==> src/rtl/dts_pkg.sv <==
package dts_pkg;
  localparam int unsigned NUM_CH   = 4;
  localparam int unsigned CH_W     = $clog2(NUM_CH);
  localparam int unsigned NUM_SEQ  = 3;
  localparam int unsigned NUM_SLOT = 2;
  localparam int unsigned SLOT_W   = $clog2(NUM_SLOT);
  localparam int unsigned ST_W     = 2;
  localparam int unsigned ADDR_W   = ST_W + SLOT_W;
  localparam int unsigned CODE_W   = ST_W + CH_W;

  typedef enum logic [ST_W-1:0] {
    ST_ONE   = 2'd0,
    ST_TWO   = 2'd1,
    ST_THREE = 2'd2,
    ST_FINAL = 2'd3
  } seq_state_e;

  typedef struct packed {
    logic [ST_W-1:0] nxt;
    logic [CH_W-1:0] ch;
  } rule_t;

  typedef enum logic [1:0] {
    DP_NONE  = 2'd0,
    DP_FIRST = 2'd1,
    DP_LAST  = 2'd2
  } dis_phase_e;
endpackage

==> src/rtl/dts_rule_bank.sv <==
module dts_rule_bank
  import dts_pkg::*;
(
  input  logic                     clk,
  input  logic                     rst_n,
  input  logic                     cfg_we,
  input  logic [ADDR_W-1:0]        cfg_addr,
  input  logic [CODE_W-1:0]        cfg_data,
  input  seq_state_e               cur_state,
  output rule_t [NUM_SLOT-1:0]     act_rules
);
  localparam int unsigned N_RULE = NUM_SEQ * NUM_SLOT;

  rule_t rule_q [N_RULE];

  for (genvar g = 0; g < N_RULE; g++) begin : g_rule
    logic wr_en;
    assign wr_en = cfg_we && (cfg_addr == ADDR_W'(g));
    always_ff @(posedge clk or negedge rst_n) begin
      if (!rst_n)     rule_q[g] <= '0;
      else if (wr_en) rule_q[g] <= rule_t'(cfg_data);
    end
  end

  always_comb begin
    for (int s = 0; s < NUM_SLOT; s++) begin
      act_rules[s] = '0;
      if (cur_state != ST_FINAL)
        act_rules[s] = rule_q[{cur_state, SLOT_W'(s)}];
    end
  end
endmodule

==> src/rtl/dts_hit_pick.sv <==
module dts_hit_pick
  import dts_pkg::*;
(
  input  rule_t [NUM_SLOT-1:0] act_rules,
  input  logic [NUM_CH-1:0]    hit,
  output logic                 take,
  output logic [CH_W-1:0]      take_ch,
  output logic [ST_W-1:0]      take_nxt
);
  logic [NUM_CH-1:0] relevant;
  logic [NUM_CH-1:0] live;

  always_comb begin
    relevant = '0;
    for (int s = 0; s < NUM_SLOT; s++)
      if (act_rules[s].nxt != '0) relevant[act_rules[s].ch] = 1'b1;
  end

  assign live = relevant & hit;

  always_comb begin
    take    = 1'b0;
    take_ch = '0;
    for (int c = NUM_CH - 1; c >= 0; c--) begin
      if (live[c]) begin
        take    = 1'b1;
        take_ch = CH_W'(c);
      end
    end
  end

  always_comb begin
    take_nxt = '0;
    for (int s = NUM_SLOT - 1; s >= 0; s--)
      if (act_rules[s].nxt != '0 && act_rules[s].ch == take_ch)
        take_nxt = act_rules[s].nxt;
  end
endmodule

==> src/rtl/dts_seq_ctrl.sv <==
module dts_seq_ctrl
  import dts_pkg::*;
#(
  parameter int unsigned CNT_W = 8
)(
  input  logic              clk,
  input  logic              rst_n,
  input  logic              arm_req,
  input  logic              trig_wr,
  input  logic              trace_done,
  input  logic              take,
  input  logic [CH_W-1:0]   take_ch,
  input  logic [ST_W-1:0]   take_nxt,
  output logic              armed,
  output seq_state_e        state,
  output logic [NUM_CH-1:0] flags,
  output logic [CNT_W-1:0]  count,
  output logic              brk
);
  logic              armed_q, armed_d;
  seq_state_e        st_q, st_d;
  dis_phase_e        dis_q, dis_d;
  logic [NUM_CH-1:0] flg_q, flg_d;
  logic [CNT_W-1:0]  cnt_q, cnt_d;
  logic              brk_d, brk_q;
  logic              running;
  logic              go_final;

  assign running  = armed_q && (dis_q == DP_NONE);
  assign go_final = running && ((trig_wr) ||
                    (take && seq_state_e'(take_nxt) == ST_FINAL));

  always_comb begin
    armed_d = armed_q;
    st_d    = st_q;
    dis_d   = dis_q;
    flg_d   = flg_q;
    cnt_d   = cnt_q;
    brk_d   = 1'b0;
    if (!armed_q) begin
      if (arm_req) begin
        armed_d = 1'b1;
        st_d    = ST_ONE;
        flg_d   = '0;
        cnt_d   = '0;
      end
    end else if (dis_q == DP_FIRST) begin
      dis_d = DP_LAST;
    end else if (dis_q == DP_LAST) begin
      dis_d = DP_NONE;
      if (arm_req) begin
        st_d  = ST_ONE;
        flg_d = '0;
        cnt_d = '0;
      end else begin
        armed_d = 1'b0;
        st_d    = ST_FINAL;
      end
    end else begin
      if (take) begin
        flg_d[take_ch] = 1'b1;
        cnt_d = (cnt_q == '1) ? cnt_q : cnt_q + 1'b1;
        st_d  = seq_state_e'(take_nxt);
      end
      if (go_final) begin
        st_d  = ST_FINAL;
        brk_d = 1'b1;
        dis_d = DP_FIRST;
      end else if (trace_done) begin
        dis_d = DP_FIRST;
      end
    end
  end

  logic armed_en, st_en, dis_en, flg_en, cnt_en;
  assign armed_en = armed_d != armed_q;
  assign st_en    = st_d != st_q;
  assign dis_en   = dis_d != dis_q;
  assign flg_en   = flg_d != flg_q;
  assign cnt_en   = cnt_d != cnt_q;

  always_ff @(posedge clk or negedge rst_n) begin
    if (!rst_n)        armed_q <= 1'b0;
    else if (armed_en) armed_q <= armed_d;
  end

  always_ff @(posedge clk or negedge rst_n) begin
    if (!rst_n)     st_q <= ST_FINAL;
    else if (st_en) st_q <= st_d;
  end

  always_ff @(posedge clk or negedge rst_n) begin
    if (!rst_n)      dis_q <= DP_NONE;
    else if (dis_en) dis_q <= dis_d;
  end

  always_ff @(posedge clk or negedge rst_n) begin
    if (!rst_n)      flg_q <= '0;
    else if (flg_en) flg_q <= flg_d;
  end

  always_ff @(posedge clk or negedge rst_n) begin
    if (!rst_n)      cnt_q <= '0;
    else if (cnt_en) cnt_q <= cnt_d;
  end

  always_ff @(posedge clk or negedge rst_n) begin
    if (!rst_n) brk_q <= 1'b0;
    else        brk_q <= brk_d;
  end

  assign armed = armed_q;
  assign state = st_q;
  assign flags = flg_q;
  assign count = cnt_q;
  assign brk   = brk_q;
endmodule

==> src/rtl/dts_sequencer.sv <==
module dts_sequencer
  import dts_pkg::*;
#(
  parameter int unsigned CNT_W = 8,
  parameter int unsigned MAP_W = 2
)(
  input  logic                  clk,
  input  logic                  rst_n,
  input  logic                  ctl_we,
  input  logic                  ctl_arm,
  input  logic                  ctl_trig,
  input  logic [MAP_W-1:0]      ctl_map,
  input  logic                  cfg_we,
  input  logic [ADDR_W-1:0]     cfg_addr,
  input  logic [CODE_W-1:0]     cfg_data,
  input  logic [NUM_CH-1:0]     hit,
  input  logic                  trace_done,
  output logic                  armed_o,
  output logic [ST_W-1:0]       state_o,
  output logic [NUM_CH-1:0]     match_o,
  output logic [CNT_W-1:0]      evt_cnt_o,
  output logic [MAP_W-1:0]      map_o,
  output logic                  brk_req_o
);
  seq_state_e            cur_state;
  rule_t [NUM_SLOT-1:0]  act_rules;
  logic                  take;
  logic [CH_W-1:0]       take_ch;
  logic [ST_W-1:0]       take_nxt;
  logic [MAP_W-1:0]      map_q;

  dts_rule_bank u_bank (
    .clk       (clk),
    .rst_n     (rst_n),
    .cfg_we    (cfg_we),
    .cfg_addr  (cfg_addr),
    .cfg_data  (cfg_data),
    .cur_state (cur_state),
    .act_rules (act_rules)
  );

  dts_hit_pick u_pick (
    .act_rules (act_rules),
    .hit       (hit),
    .take      (take),
    .take_ch   (take_ch),
    .take_nxt  (take_nxt)
  );

  dts_seq_ctrl #(.CNT_W(CNT_W)) u_ctrl (
    .clk        (clk),
    .rst_n      (rst_n),
    .arm_req    (ctl_we && ctl_arm),
    .trig_wr    (ctl_we && ctl_trig),
    .trace_done (trace_done),
    .take       (take),
    .take_ch    (take_ch),
    .take_nxt   (take_nxt),
    .armed      (armed_o),
    .state      (cur_state),
    .flags      (match_o),
    .count      (evt_cnt_o),
    .brk        (brk_req_o)
  );

  always_ff @(posedge clk or negedge rst_n) begin
    if (!rst_n)      map_q <= '0;
    else if (ctl_we) map_q <= ctl_map;
  end

  assign state_o = cur_state;
  assign map_o   = map_q;
endmodule

==> config.mk <==
export PLATFORM = sky130hd
export DESIGN_NAME = dts_sequencer
export DESIGN_NICKNAME = d
export VERILOG_FILES = /design/src/rtl/dts_pkg.sv /design/src/rtl/dts_rule_bank.sv /design/src/rtl/dts_hit_pick.sv /design/src/rtl/dts_seq_ctrl.sv /design/src/rtl/dts_sequencer.sv
export SDC_FILE = /design/constraint.sdc
export NUM_CORES = 1
export LEC_CHECK = 0
export ABC_AREA = 1
export BUFFER_PORTS_ARGS = -buffer_cell sky130_fd_sc_hd__buf_4
export CAP_MARGIN = 20
export CORE_AREA = 2 2 107 109
export DETAILED_ROUTE_END_ITERATION = 8
export DIE_AREA = 0 0 109 111
export MAX_ROUTING_LAYER = met4
export SLEW_MARGIN = 15
export SYNTH_ARGS = -nofsm -noshare
export SYNTH_HDL_FRONTEND = slang
export SYNTH_SLANG_ARGS = --single-unit
==> constraint.sdc <==
create_clock -name clk -period 3.1 [get_ports clk]
set_input_delay 0.465 -clock clk [delete_from_list [all_inputs] [get_ports clk]]
set_output_delay 0.465 -clock clk [all_outputs]
set_load 0.05 [all_outputs]
; Word-level counts from Yosys, hierarchy flattened
; Index checks and enable logic that the tools add are counted.
[totals]
ff_bits = 44
inputBits = 20
out_inout_bits = 18
[classes]
n_addsub = 1
n_lt_le_gt_ge = 8
n_eq_ne = 17
muxes = 57
bitwise = 5
reduce_logical = 21
[op_table]
columns = op, count
row1 = $mux 4, 13
row2 = $mux 8, 6
row3 = $mux 2, 18
row4 = $bmux 4 s3, 2
row5 = $logic_and 1x1->1, 16
row6 = $mux 1, 15
row7 = $lt 2x3->1 const B, 3
row8 = $add 8x1->8 const B, 1
row9 = $eq 8x8->1 const B, 1
row10 = $ge 4x4->1 const B, 2
row11 = $ne 8x8->1, 1
row12 = $not 3->4, 2
row13 = $or 4x4->4, 2
row14 = $demux 1 s2, 3
row15 = $eq 3x2->1 const B, 2
row16 = $eq 3x3->1 const B, 2
row17 = $ge 2x1->1 const B, 3
row18 = $and 4x4->4, 1
row19 = $eq 2x2->1, 2
row20 = $eq 2x2->1 const B, 2
row21 = $ne 2x2->1, 2
row22 = $ne 4x4->1, 1
row23 = $reduce_bool 2->1, 2
row24 = $eq 3x1->1 const B, 1
row25 = 6 further kinds, 6

; Depth between registers and ports, before layout
; Gate-level depths: netlist (run 1).
[logic_depth]
depth_word = 30
depth_mapped = 24
ltp_nobuf = 23

; By module
; A second synthesis (run 1) with hierarchy kept.
[hier_totals]
cells_unflattened = 428
hier_area_um2 = 2795.2
[modules_own_cells]
columns = module, instances, cells_per_inst, area_per_inst_um2
row1 = dts_rule_bank, 1, 178, 1232.4
row2 = dts_seq_ctrl, 1, 162, 1142.3
row3 = dts_hit_pick, 1, 75, 329.1
row4 = dts_sequencer, 1, 13, 91.3

; Least setup slack after synthesis (run 1)
; Ideal clock, no wire load.
[synth_timing]
kind = reg2reg
start = register u_ctrl.st_q[0], in the netlist u_ctrl.state[0]
end = register u_ctrl.dis_q[0]
setup_ns = 0.129
arrival_time_ns = 2.333
t_required_ns = 2.971
setup_slack_ns = 0.638
stages_incl_launch_ff = 23
path_buffers = 1
synth_period_minus_slack_ns = 2.462
cell_sequence = dfstp_2 > inv_2 > buf_8 > nand2_2 > nand3_1 > nand2_1 > nand2_2 > nand2_1 > nand2_2 > nand2_1 > nand2_2 > nor2_2 > nor2_1 > nor2_2 > nand2_1 > nand3_1 > nand2_1 > nand3_1 > nand2_1 > nand2_2 > nand2_1 > nand3_1 > o21ai_1
[synth_between]
elab_chain_cells = 30
word_cells_on_any_way = 50
classes_between = order compare (4) / eq/ne (5) / mux (28) / bitwise (4) / reduce/logical (9)
[synth_lines]
columns = item, line_no
row1 = start: declaration, dts_seq_ctrl.sv:21  ; seq_state_e st_q, st_d;
row2 = start signal: assignment, dts_seq_ctrl.sv:89  ; else if (st_en) st_q <= st_d;
row3 = $not 3->4 (implied by the code), dts_rule_bank.sv:29  ; act_rules[s] = rule_q[{cur_state, SLOT_W'(s)}];
row4 = $bmux 4 s3, dts_rule_bank.sv:29
row5 = $mux 4 (implied by the code) (2 in series), dts_rule_bank.sv:29
row6 = $mux 4, dts_rule_bank.sv:28  ; if (cur_state != ST_FINAL)
row7 = $lt 2x3->1 (implied by the code) / $ge 2x1->1 (equally long branches), dts_hit_pick.sv:16  ; if (act_rules[s].nxt != '0) relevant[act_rules[s].ch] = 1'b1;
row8 = $logic_and 1x1->1 (implied by the code), dts_hit_pick.sv:16
row9 = $mux 1 (implied by the code), dts_hit_pick.sv:16
row10 = $demux 1 s2, n/a
row11 = (+13 left out), n/a
row12 = $logic_and 1x1->1 (*), dts_seq_ctrl.sv:31  ; (take && seq_state_e'(take_nxt) == ST_FINAL));
row13 = $logic_or 1x1->1 (*), dts_seq_ctrl.sv:30  ; assign go_final = running && ((trig_wr) ||
row14 = $logic_and 1x1->1 (*), dts_seq_ctrl.sv:30
row15 = $mux 2 (*), dts_seq_ctrl.sv:65  ; if (go_final) begin
row16 = $mux 2 (*), dts_seq_ctrl.sv:49  ; end else if (dis_q == DP_LAST) begin
row17 = $mux 2 (*), dts_seq_ctrl.sv:47  ; end else if (dis_q == DP_FIRST) begin
row18 = $mux 2 (*), dts_seq_ctrl.sv:40  ; if (!armed_q) begin
row19 = $ne 2x2->1, dts_seq_ctrl.sv:78  ; assign dis_en = dis_d != dis_q;
row20 = end signal: assignment, dts_seq_ctrl.sv:94  ; else if (dis_en) dis_q <= dis_d;
row21 = end: declaration, dts_seq_ctrl.sv:22  ; dis_phase_e dis_q, dis_d;
; Mark *: on every way between the ends. The rest lies on a longest branch, timed or not. The select of a mux whose other input is x is not followed.
; A chain may end at the register's enable or synchronous reset.

; Final worst setup path (run 1)
[layout_timing]
start = register u_ctrl.st_q[0], in the netlist u_ctrl.state[0]
end = register u_ctrl.st_q[0], in the netlist u_ctrl.state[0]
[layout_between]
elab_chain_cells = 30
word_cells_on_any_way = 52
classes_between = order compare (4) / eq/ne (5) / mux (30) / bitwise (4) / reduce/logical (9)
[layout_lines]
columns = item, line_no
row1 = $not 3->4 (implied by the code), dts_rule_bank.sv:29
row2 = $bmux 4 s3, dts_rule_bank.sv:29
row3 = $mux 4 (implied by the code) (2 in series), dts_rule_bank.sv:29
row4 = $mux 4, dts_rule_bank.sv:28
row5 = $lt 2x3->1 (implied by the code) / $ge 2x1->1 (equally long branches), dts_hit_pick.sv:16
row6 = $logic_and 1x1->1 (implied by the code), dts_hit_pick.sv:16
row7 = $mux 1 (implied by the code), dts_hit_pick.sv:16
row8 = $demux 1 s2, n/a
row9 = (+13 left out), n/a
row10 = $logic_and 1x1->1, dts_seq_ctrl.sv:31
row11 = $logic_or 1x1->1, dts_seq_ctrl.sv:30
row12 = $logic_and 1x1->1, dts_seq_ctrl.sv:30
row13 = $mux 2, dts_seq_ctrl.sv:65
row14 = $mux 2, dts_seq_ctrl.sv:49
row15 = $mux 2, dts_seq_ctrl.sv:47
row16 = $mux 2, dts_seq_ctrl.sv:40
row17 = $ne 2x2->1, dts_seq_ctrl.sv:77  ; assign st_en = st_d != st_q;
; Parallel ways exist; a longest one is shown, timed or not. The select of a mux whose other input is x is not followed.

==> impl_metrics.tcl, run 1 <==
set metrics [dict create \
    status "finished clean" \
    tns_ps 0 \
    yosysMostFrequentCell "nand2_1" \
    critPathBufInv 2 \
    dp_hpwl_um 5270 \
    syn-instance-count 377 \
    syn-cell-area_sq_um 2660 \
    finalSetupViolCount 0 \
    coreArea_sq_um 11100 \
    wl_per_cell_um 12.9 \
    cts_made_buffers 5 \
    netlist.area_leader.share_pct 39.5 \
    multi_input_area_sq_um 1390 \
    grt-ovfl-total 0 \
    slowest_stage "dfstp_2" \
    critical_path_cell_count 22 \
    grt_pass1_vias 2592 \
    peakVddDrop_v 0.000736 \
    slew_headroom_pct 61.4 \
    route.antenna.remaining_nets 0 \
    gp_congestion 0.925 \
    hold_class "in2async" \
    yosysWarnings 0 \
    slew_violations 0 \
    fin_worst_skew_ps 3.03 \
    fillers 1187 \
    grt_setup_unrepaired "no" \
    h-tree-depth 2 \
    gr-usage-all-layers_pct 13.1 \
    cts_max_path_buffers 2 \
    viasPerCell 4.62 \
    cp-startpoint "u_ctrl.state[0]" \
    synth-seq-area-share_pct 41.5 \
    path_cells "inv_2 -> nand2_1 -> nand3_1 -> nand2_1 -> nand2_1 -> inv_1 -> nand2_1 -> nand2_2 -> nand2_4 -> nand3_1 -> nand2_2 -> nand2_1 -> nand2_1 -> nor2_2 -> nand3_1 -> nand2_1 -> nand3_1 -> nand2_1 -> nand2_2 -> nand2_1 -> nand2_1 -> a21oi_2" \
    layout-drive-gt1-share_pct 20.2 \
    yosys.area.top_type "dfrtp_1" \
    cts_tree "built" \
    worstSetupEndpointType "flop" \
    syn2layout_area_growth_pct 22.5 \
    syn-num-nets 398 \
    rows 39 \
    arrival_ps 2930 \
    root_buffer "clkbuf_16" \
    clk_pin_slew_ps 70 \
    max_stage_delay_ps 600 \
    ioPinCount 38 \
    wl_um 7190 \
    final_design_area_no_fill_sq_um 3260 \
    antenna_found_initial 0 \
    start_kind "flop" \
    grt_max_degree 45 \
    p_leak_nw 1.60 \
    r2r-start "u_ctrl.state[0]" \
    nets 436 \
    ys_ff_latch 44 \
    drt_first_pass_iters 4 \
    synth_area_leaders "dfrtp_1 39%, nand2_1 18%, o21ai_0 6.8%" \
    diodes 0 \
    floorplan.initialDensity_pct 24.0 \
    synth_edf_count 0 \
    placement.io_buffers 37 \
    path_class "reg2reg" \
    synth_common_cells "125 x nand2_1, 42 x dfrtp_1, 36 x o21ai_0" \
    finalCritPeriodShare_pct 87.3 \
    dr_total_vias 2581 \
    dpl_cell_area_sq_um 3080 \
    maxCapViolations 0 \
    chipWidth_um 109 \
    async_flop_share_pct 100 \
    die_h_um 111 \
    path_max_fanout 18 \
    fmax_mhz 370 \
    dieArea_sq_um 12100 \
    grt_pass1_wl_um 12300 \
    tightest_slew_ps 577 \
    regToRegEndpoint "u_ctrl.state[0]" \
    synth.avg_cell_area_sq_um 7.06 \
    drc_errors 0 \
    synth_ff_type "dfrtp_1" \
    cts.sinks 44 \
    register_area_sq_um 1100 \
    crit_path_frequent_cell "nand2_1" \
    fin_crit_ps 2710 \
    worstSkewPairLatency_ps 290 \
    crit_path_end "u_ctrl.state[0]" \
    required_ps 3330 \
    powerDensity_nw_per_um2 1130 \
    final_hold_viol_count 0 \
    drtIter0Drc 224 \
    crit_family "simple AND/OR/NAND/NOR gates" \
    cts_hold_buffers 0 \
    reg2reg_slack_ps 390 \
    ys_types 32 \
    ff2ff_path_depth 22 \
]
## worst min-delay path by stage
stage                      startpoint           endpoint  slack, ps  cells past startpoint
floorplan                       rst_n           map_o[0]        170                      0
global placement     u_bank.rule_q[9]   u_bank.rule_q[9]        470                      2
detailed placement  u_bank.rule_q[14]  u_bank.rule_q[14]        480                      2
CTS                             rst_n   u_bank.rule_q[4]        200                      1
global route                    rst_n   u_bank.rule_q[1]        230                      1
finish                          rst_n   u_bank.rule_q[4]        180                      1
## metal layers
metal,track usage (%),up-vias,wire [um]
li1,-,1316,-
met1,16.8,1191,3450
met2,20.5,64,3280
met3,2.94,10,348
met4,3.76,0,113
met5,-,-,0
## report_power, final
part           total, W  internal (W)  switching, W
combinational   0.00212      0.000666       0.00146
sequential     0.000937      0.000754      0.000183
clock          0.000640      0.000404      0.000235
## through the flow
stage / hold slack [ps] / cells / worst slack [ps] / util (%) / power (W)
2_1_floorplan: 169 / 377 / 638 / - / 0.00257
3_3_place_gp: 471 / 550 / 391 / 27.8 / 0.00301
3_5_place_dp: 477 / 550 / 324 / 27.8 / 0.00304
4_1_cts: 199 / 558 / 297 / 29.4 / 0.00370
5_1_grt: 235 / 559 / 65.2 / 29.4 / 0.00404
6_report: 180 / 559 / 395 / 29.4 / 0.00370
## logic make-up (layout without fill, tap and decap cells)
kind of cell	count (synthesis)	in the layout	share of synthesized area [%]
compound gates	76	76	15.2
mux	2	2	0.846
fa+ha+maj	1	1	0.470
flops	44	44	41.5
simple gates	213	213	35.3
buf+inv	40	79	6.39
xor+xnor	1	1	0.329
## layout by cell type, fill, tap and decap left out, drive strengths merged
master    n
o32ai     1
nor3      2
o211a     1
xor2      1
nand4     6
a21oi    29
a22oi     1
inv      31
nor2     26
clkbuf    6
o21bai    1
nand2   143
dfstp     2
nor3b     1
a31oi     2
buf      39
dfrtp    42
ha        1
clkinv    2
o21ai    41
nand3    35
mux2      2
bufinv    1
## layout make-up
class	instances	share of cell area [%]
clock inverter	2	1.19
tap	143	5.49
multi-input combinational	293	42.6
clock buffer	6	4.26
inverter	32	3.68
sequential	44	33.8
timing repair buffer	39	8.98
## registers in the layout, summed over array words and instances, names as in the netlist
| name | flops |
|---|---|
| u_bank.rule_q | 24 |
| u_ctrl.count | 8 |
| u_ctrl.flags | 4 |
| map_o | 2 |
| u_ctrl.dis_q | 2 |
| u_ctrl.state | 2 |
| u_ctrl.armed | 1 |
| u_ctrl.brk | 1 |
## timing repair
action,4_1_cts,5_1_grt
setup buffers,0,1
resized for setup,0,0
endpoints found under the setup margin,0,3
(Power assumes the default switching activity.)
==> run 2, diff against run 1 <==
- CORE_AREA: 2 2 107 109 -> 2 2 80 82
- DIE_AREA: 0 0 109 111 -> 0 0 82 84
- SETUP_SLACK_MARGIN: default -> 0.5
==> run 2 against run 1 <==
Register-to-register slack better by 120 ps. First-iteration DRC count down 37%. Via count up 1.6%. Setup slack better by 120 ps. Final area up 3.4%. Die area down 43%. Total power up 3.6%. Sequential power down 1%. Critical path depth down 1. Cell count down 9.8%. Clock skew up 5.2 ps. Critical path type unchanged. Critical endpoint unchanged. Largest cell class unchanged.
==> impl_metrics.tcl, run 2 (synthesis results as in run 1) <==
set metrics [dict create \
    worstSkewPairLatency_ps 300 \
    max_stage_delay_ps 640 \
    reg2reg_slack_ps 510 \
    diodes 0 \
    cts.sinks 44 \
    cts_tree "built" \
    coreArea_sq_um 6100 \
    placement.io_buffers 37 \
    final_cell_mix "99 x nand2_1, 49 x buf_4, 42 x dfrtp_1, 36 x o21ai_0, 35 x nand2_2" \
    finalSetupViolCount 0 \
    fmax_mhz 386 \
    rows 29 \
    finalCritPeriodShare_pct 83.6 \
    final_hold_viol_count 0 \
    floorplan.initialDensity_pct 43.7 \
    drc_errors 0 \
    powerDensity_nw_per_um2 1140 \
    peakVddDrop_v 0.000575 \
    start_kind "flop" \
    p_leak_nw 1.68 \
    path_max_fanout 5 \
    status "finished clean" \
    nets 448 \
    hold_class "in2async" \
    final_common_cell "nand2_1" \
    largest_register "u_bank.rule_q" \
    gr-usage-all-layers_pct 21.4 \
    crit_family "simple AND/OR/NAND/NOR gates" \
    fin_worst_skew_ps 8.23 \
    ioPinCount 38 \
    grt_pass1_wl_um 11300 \
    drt_first_pass_iters 4 \
    regToRegEndpoint "u_ctrl.state[0]" \
    grt_pass1_vias 2347 \
    slowest_stage "dfstp_2" \
    dr_total_vias 2622 \
    layout-drive-gt1-share_pct 32.3 \
    gp_congestion 0.866 \
    slew_headroom_pct 59.7 \
    worstSetupEndpointType "flop" \
    slew_violations 0 \
    wl_per_cell_um 13.8 \
    arrival_ps 2830 \
    syn2layout_area_growth_pct 26.7 \
    drtIter0Drc 141 \
    ff2ff_path_depth 21 \
    grt_setup_unrepaired "yes" \
    antenna_found_initial 0 \
    tns_ps 0 \
    path_class "reg2reg" \
    required_ps 3340 \
    cts_made_buffers 5 \
    critPathBufInv 1 \
    utilization_pct 55.3 \
    route.antenna.remaining_nets 0 \
    dp_hpwl_um 4890 \
    tightest_slew_ps 603 \
    chipWidth_um 82 \
    root_buffer "clkbuf_8" \
    dieArea_sq_um 6890 \
    path_cells "buf_6 -> nand2_2 -> nand3_2 -> nand2_2 -> nor2_1 -> nand2_1 -> nand2_2 -> nand2_2 -> nand2_4 -> nand3_1 -> nand2_1 -> nand3_2 -> nor2_2 -> nand3_1 -> nand2_1 -> nand3_2 -> nand2_2 -> nand2_4 -> nand2_2 -> nand2_2 -> a21oi_2" \
    die_h_um 84 \
    crit_path_frequent_cell "nand2_2" \
    clk_pin_slew_ps 90 \
    r2r-start "u_ctrl.state[0]" \
    largest_reg_flops 24 \
    viasPerCell 5.20 \
    fillers 580 \
    wl_um 6940 \
    grt_max_degree 45 \
    h-tree-depth 2 \
    grt-ovfl-total 0 \
    fin_crit_ps 2590 \
    cts_max_path_buffers 2 \
    maxCapViolations 0 \
]
[run 2: changes by cell type in the layout (fill, tap and decap cells not counted), sizes merged]
| cell | previous run | this run |
|---|---|---|
| buf | 39 | 51 |
| bufinv | 1 | 0 |
| clkbuf | 6 | 5 |
| clkinvlp | 0 | 1 |
[run 2: routing by layer]
metal	track usage (%)	part of all wire, %
met1	29.8	47
met2	32.7	48
met3	3.68	4.2
met4	4.85	0.95
met5	-	0
[run 2: where the power goes]
group | total [W] | switching, W | internal (W)
logic | 0.00255 | 0.00167 | 0.000883
clock network | 0.000360 | 0.000207 | 0.000153
registers | 0.000925 | 0.000173 | 0.000752
total | 0.00383 | 0.00205 | 0.00179
[run 2: worst register-to-register path, cell delays in order (launching register included)]
cell and delay (ps):
dfstp_2 640, buf_6 160, nand2_2 70, nand3_2 90
nand2_2 80, nor2_1 110, nand2_1 70, nand2_2 70
nand2_2 70, nand2_4 100, nand3_1 80, nand2_1 80
nand3_2 80, nor2_2 130, nand3_1 80, nand2_1 100
nand3_2 100, nand2_2 80, nand2_4 70, nand2_2 90
nand2_2 50, a21oi_2 140
[run 2: how the worst max path moves through the flow]
| stage | slack, ps | start | to | cells past startpoint |
|---|---|---|---|---|
| 6_report | 510 | u_ctrl.state[0] | u_ctrl.state[0] | 21 |
| 5_1_grt | 340 | u_ctrl.state[0] | u_ctrl.state[0] | 21 |
| 4_1_cts | 520 | u_ctrl.state[0] | u_ctrl.dis_q[0] | 22 |
| 3_5_place_dp | 370 | u_ctrl.state[0] | u_ctrl.state[0] | 22 |
| 3_3_place_gp | 370 | u_ctrl.state[0] | u_ctrl.state[0] | 22 |
| 2_1_floorplan | 640 | u_ctrl.state[0] | u_ctrl.dis_q[0] | 22 |
[run 2: stage by stage]
step,instance area [sq um],power (W),cells,hold WS (ps),worst slack (ps)
floorplan,2660,0.00257,377,169,638
global placement,3010,0.00303,486,469,374
detailed placement,3010,0.00305,486,475,368
CTS,3110,0.00345,495,172,524
global route,3370,0.00418,504,193,344
finish,3370,0.00383,504,150,510
[run 2: area by class of cell]
class / count / area [sq um] / share of cell area (%)
clock buffer: 5 / 68.8 / 2.04
timing repair buffer: 51 / 390 / 11.6
tap: 77 / 96.3 / 2.86
multi-input combinational: 293 / 1570 / 46.6
clock inverter: 2 / 12.5 / 0.371
inverter: 32 / 128 / 3.79
sequential: 44 / 1100 / 32.7
[run 2: timing repair]
| item | in CTS | in global routing |
|---|---|---|
| endpoints found under the setup margin | 7 | 10 |
| pin swaps | 0 | 28 |
| setup buffers | 2 | 8 |
| hold buffers | 0 | 0 |
| cloned | 0 | 1 |
| gates resized for setup | 2 | 56 |
==> run 3, diff against run 2 <==
- PLACE_DENSITY: default -> 0.67
- clock period: 3.1 -> 2.2 ns (I/O delays scaled with it)
==> run 3 against run 2 <==
The run now ends with negative hold slack, negative setup slack left. Sequential power up 42%. Cell count up 5.2%. Register-to-register slack worse by 900 ps. Critical path type unchanged. Critical endpoint unchanged. Highest routed layer unchanged.
==> impl_metrics.tcl, run 3 (synthesis results as in run 1) <==
set metrics [dict create \
    status "complete, but fails checks" \
    violations "negative hold slack, negative setup slack" \
    cts.sinks 44 \
    finalCritPeriodShare_pct 118 \
    coreArea_sq_um 6100 \
    regToRegEndpoint "u_ctrl.state[0]" \
    grt_max_degree 45 \
    layout.cells.non_filler 530 \
    grt-ovfl-total 0 \
    chipWidth_um 82 \
    cts_made_buffers 5 \
    cts_tree "built" \
    hold_ws_ps -3.34 \
    cts_max_path_buffers 2 \
    arrival_ps 2840 \
    slew_violations 0 \
    rows 29 \
    gp_congestion 0.828 \
    tightest_slew_ps 574 \
    reg2reg_slack_ps -390 \
    wl_per_cell_um 13.8 \
    finalSetupViolCount 12 \
    fin_ws_ps -389 \
    dpl_cell_area_sq_um 3270 \
    p_leak_nw 1.83 \
    worstSkewPairLatency_ps 320 \
    fin_crit_ps 2590 \
    dr_total_vias 2753 \
    hold_class "in2async" \
    powerDensity_nw_per_um2 1720 \
    final_cell_mix "107 x nand2_1, 70 x buf_4, 42 x dfrtp_1, 31 x o21ai_0" \
    final_common_cell "nand2_1" \
    clk_pin_slew_ps 100 \
    slew_headroom_pct 61.7 \
    dp_cells 510 \
    peakVddDrop_v 0.000883 \
    maxCapViolations 0 \
    root_buffer "clkbuf_8" \
    r2r-start "u_ctrl.state[0]" \
    ioPinCount 38 \
    layout-drive-gt1-share_pct 34.7 \
    drc_errors 0 \
    grt_pass1_wl_um 11900 \
    final_design_area_no_fill_sq_um 3660 \
    fin_worst_skew_ps 13.0 \
    required_ps 2450 \
    grt_pass1_vias 2485 \
    path_class "reg2reg" \
    route.antenna.remaining_nets 0 \
    start_kind "flop" \
    nets 473 \
    largest_reg_flops 24 \
    drtIter0Drc 151 \
    h-tree-depth 2 \
    drt_first_pass_iters 4 \
    diodes 0 \
    largest_register "u_bank.rule_q" \
    ff2ff_path_depth 22 \
    viasPerCell 5.19 \
    worstSetupEndpointType "flop" \
    placement.io_buffers 37 \
    die_h_um 84 \
    path_max_fanout 17 \
    antenna_found_initial 0 \
    dp_hpwl_um 5080 \
    grt_setup_unrepaired "yes" \
    fmax_mhz 386 \
    final_hold_viol_count 3 \
    syn2layout_area_growth_pct 37.6 \
    floorplan.initialDensity_pct 43.7 \
    wl_um 7290 \
    dieArea_sq_um 6890 \
    gr-usage-all-layers_pct 22.8 \
]
-- run 3: repair_timing --
item	in CTS	in global routing
buffers inserted	8	4
endpoints found under the hold margin	0	0
endpoints found under the setup margin	15	17
cloned	0	0
pin swaps	23	12
gates resized for setup	32	15
hold buffers	0	0
-- run 3: power breakdown --
group / internal [W] / leakage [nW] / switching, W / total, W
Clock: 0.000343 / 0.0548 / 0.000325 / 0.000667
Combinational: 0.00174 / 1.23 / 0.00257 / 0.00432
Sequential: 0.00107 / 0.542 / 0.000246 / 0.00131
-- run 3: final cells by class --
type	instances	area (sq um)
clock buffers	5	68.8
multi-input cells	293	1610
flip-flops and latches	44	1110
clock inverters	3	46.3
well taps	77	96.3
inverters	32	128
fillers	545	2430
repair buffers	76	606
-- run 3: worst max-delay path by stage --
stage	from	end	slack, ps	cells after the start
global placement	u_ctrl.state[0]	u_ctrl.state[0]	-310	22
CTS	u_ctrl.state[0]	u_ctrl.state[0]	-350	21
floorplan	u_ctrl.state[1]	u_ctrl.dis_q[0]	-180	22
detailed placement	u_ctrl.state[0]	u_ctrl.state[0]	-340	22
global route	u_ctrl.state[0]	u_ctrl.state[0]	-600	22
finish	u_ctrl.state[0]	u_ctrl.state[0]	-390	22
-- run 3: metrics by stage --
step / util, % / power (W) / hold slack, ps / setup TNS (ps) / setup WS, ps
after CTS: 58.6 / 0.00600 / 31.0 / -2880 / -354
after detailed placement: 53.7 / 0.00486 / 369 / -2610 / -335
after floorplan: - / 0.00380 / 34.4 / -1140 / -184
final: 60.1 / 0.00630 / -3.34 / -3190 / -389
after global placement: 53.7 / 0.00481 / 366 / -2170 / -308
after global routing: 60.1 / 0.00678 / 52.9 / -5520 / -601
-- run 3: critical path, stage by stage (launching register included) --
cell and delay, ps:
dfstp_4 690, inv_8 80, nand2_1 80, nand3_1 80
nand2_2 110, nand2_1 60, inv_1 60, nand2_2 70
nand2_4 90, nand2_8 80, nand2_8 100, inv_2 50
nand3_2 50, nand2_1 60, nor2_2 150, nand4_1 110
nand2_2 90, nand3_1 70, nand2_1 80, nand2_2 70
nand2_1 80, nand2_1 70, a21oi_2 150
-- run 3: layer usage --
layer	GRT usage (%)	vias up	wire length, um
met5	-	-	0
met4	6.36	0	89
met3	4.22	8	360
met2	36.6	83	3690
met1	29.3	1268	3150
li1	-	1394	-
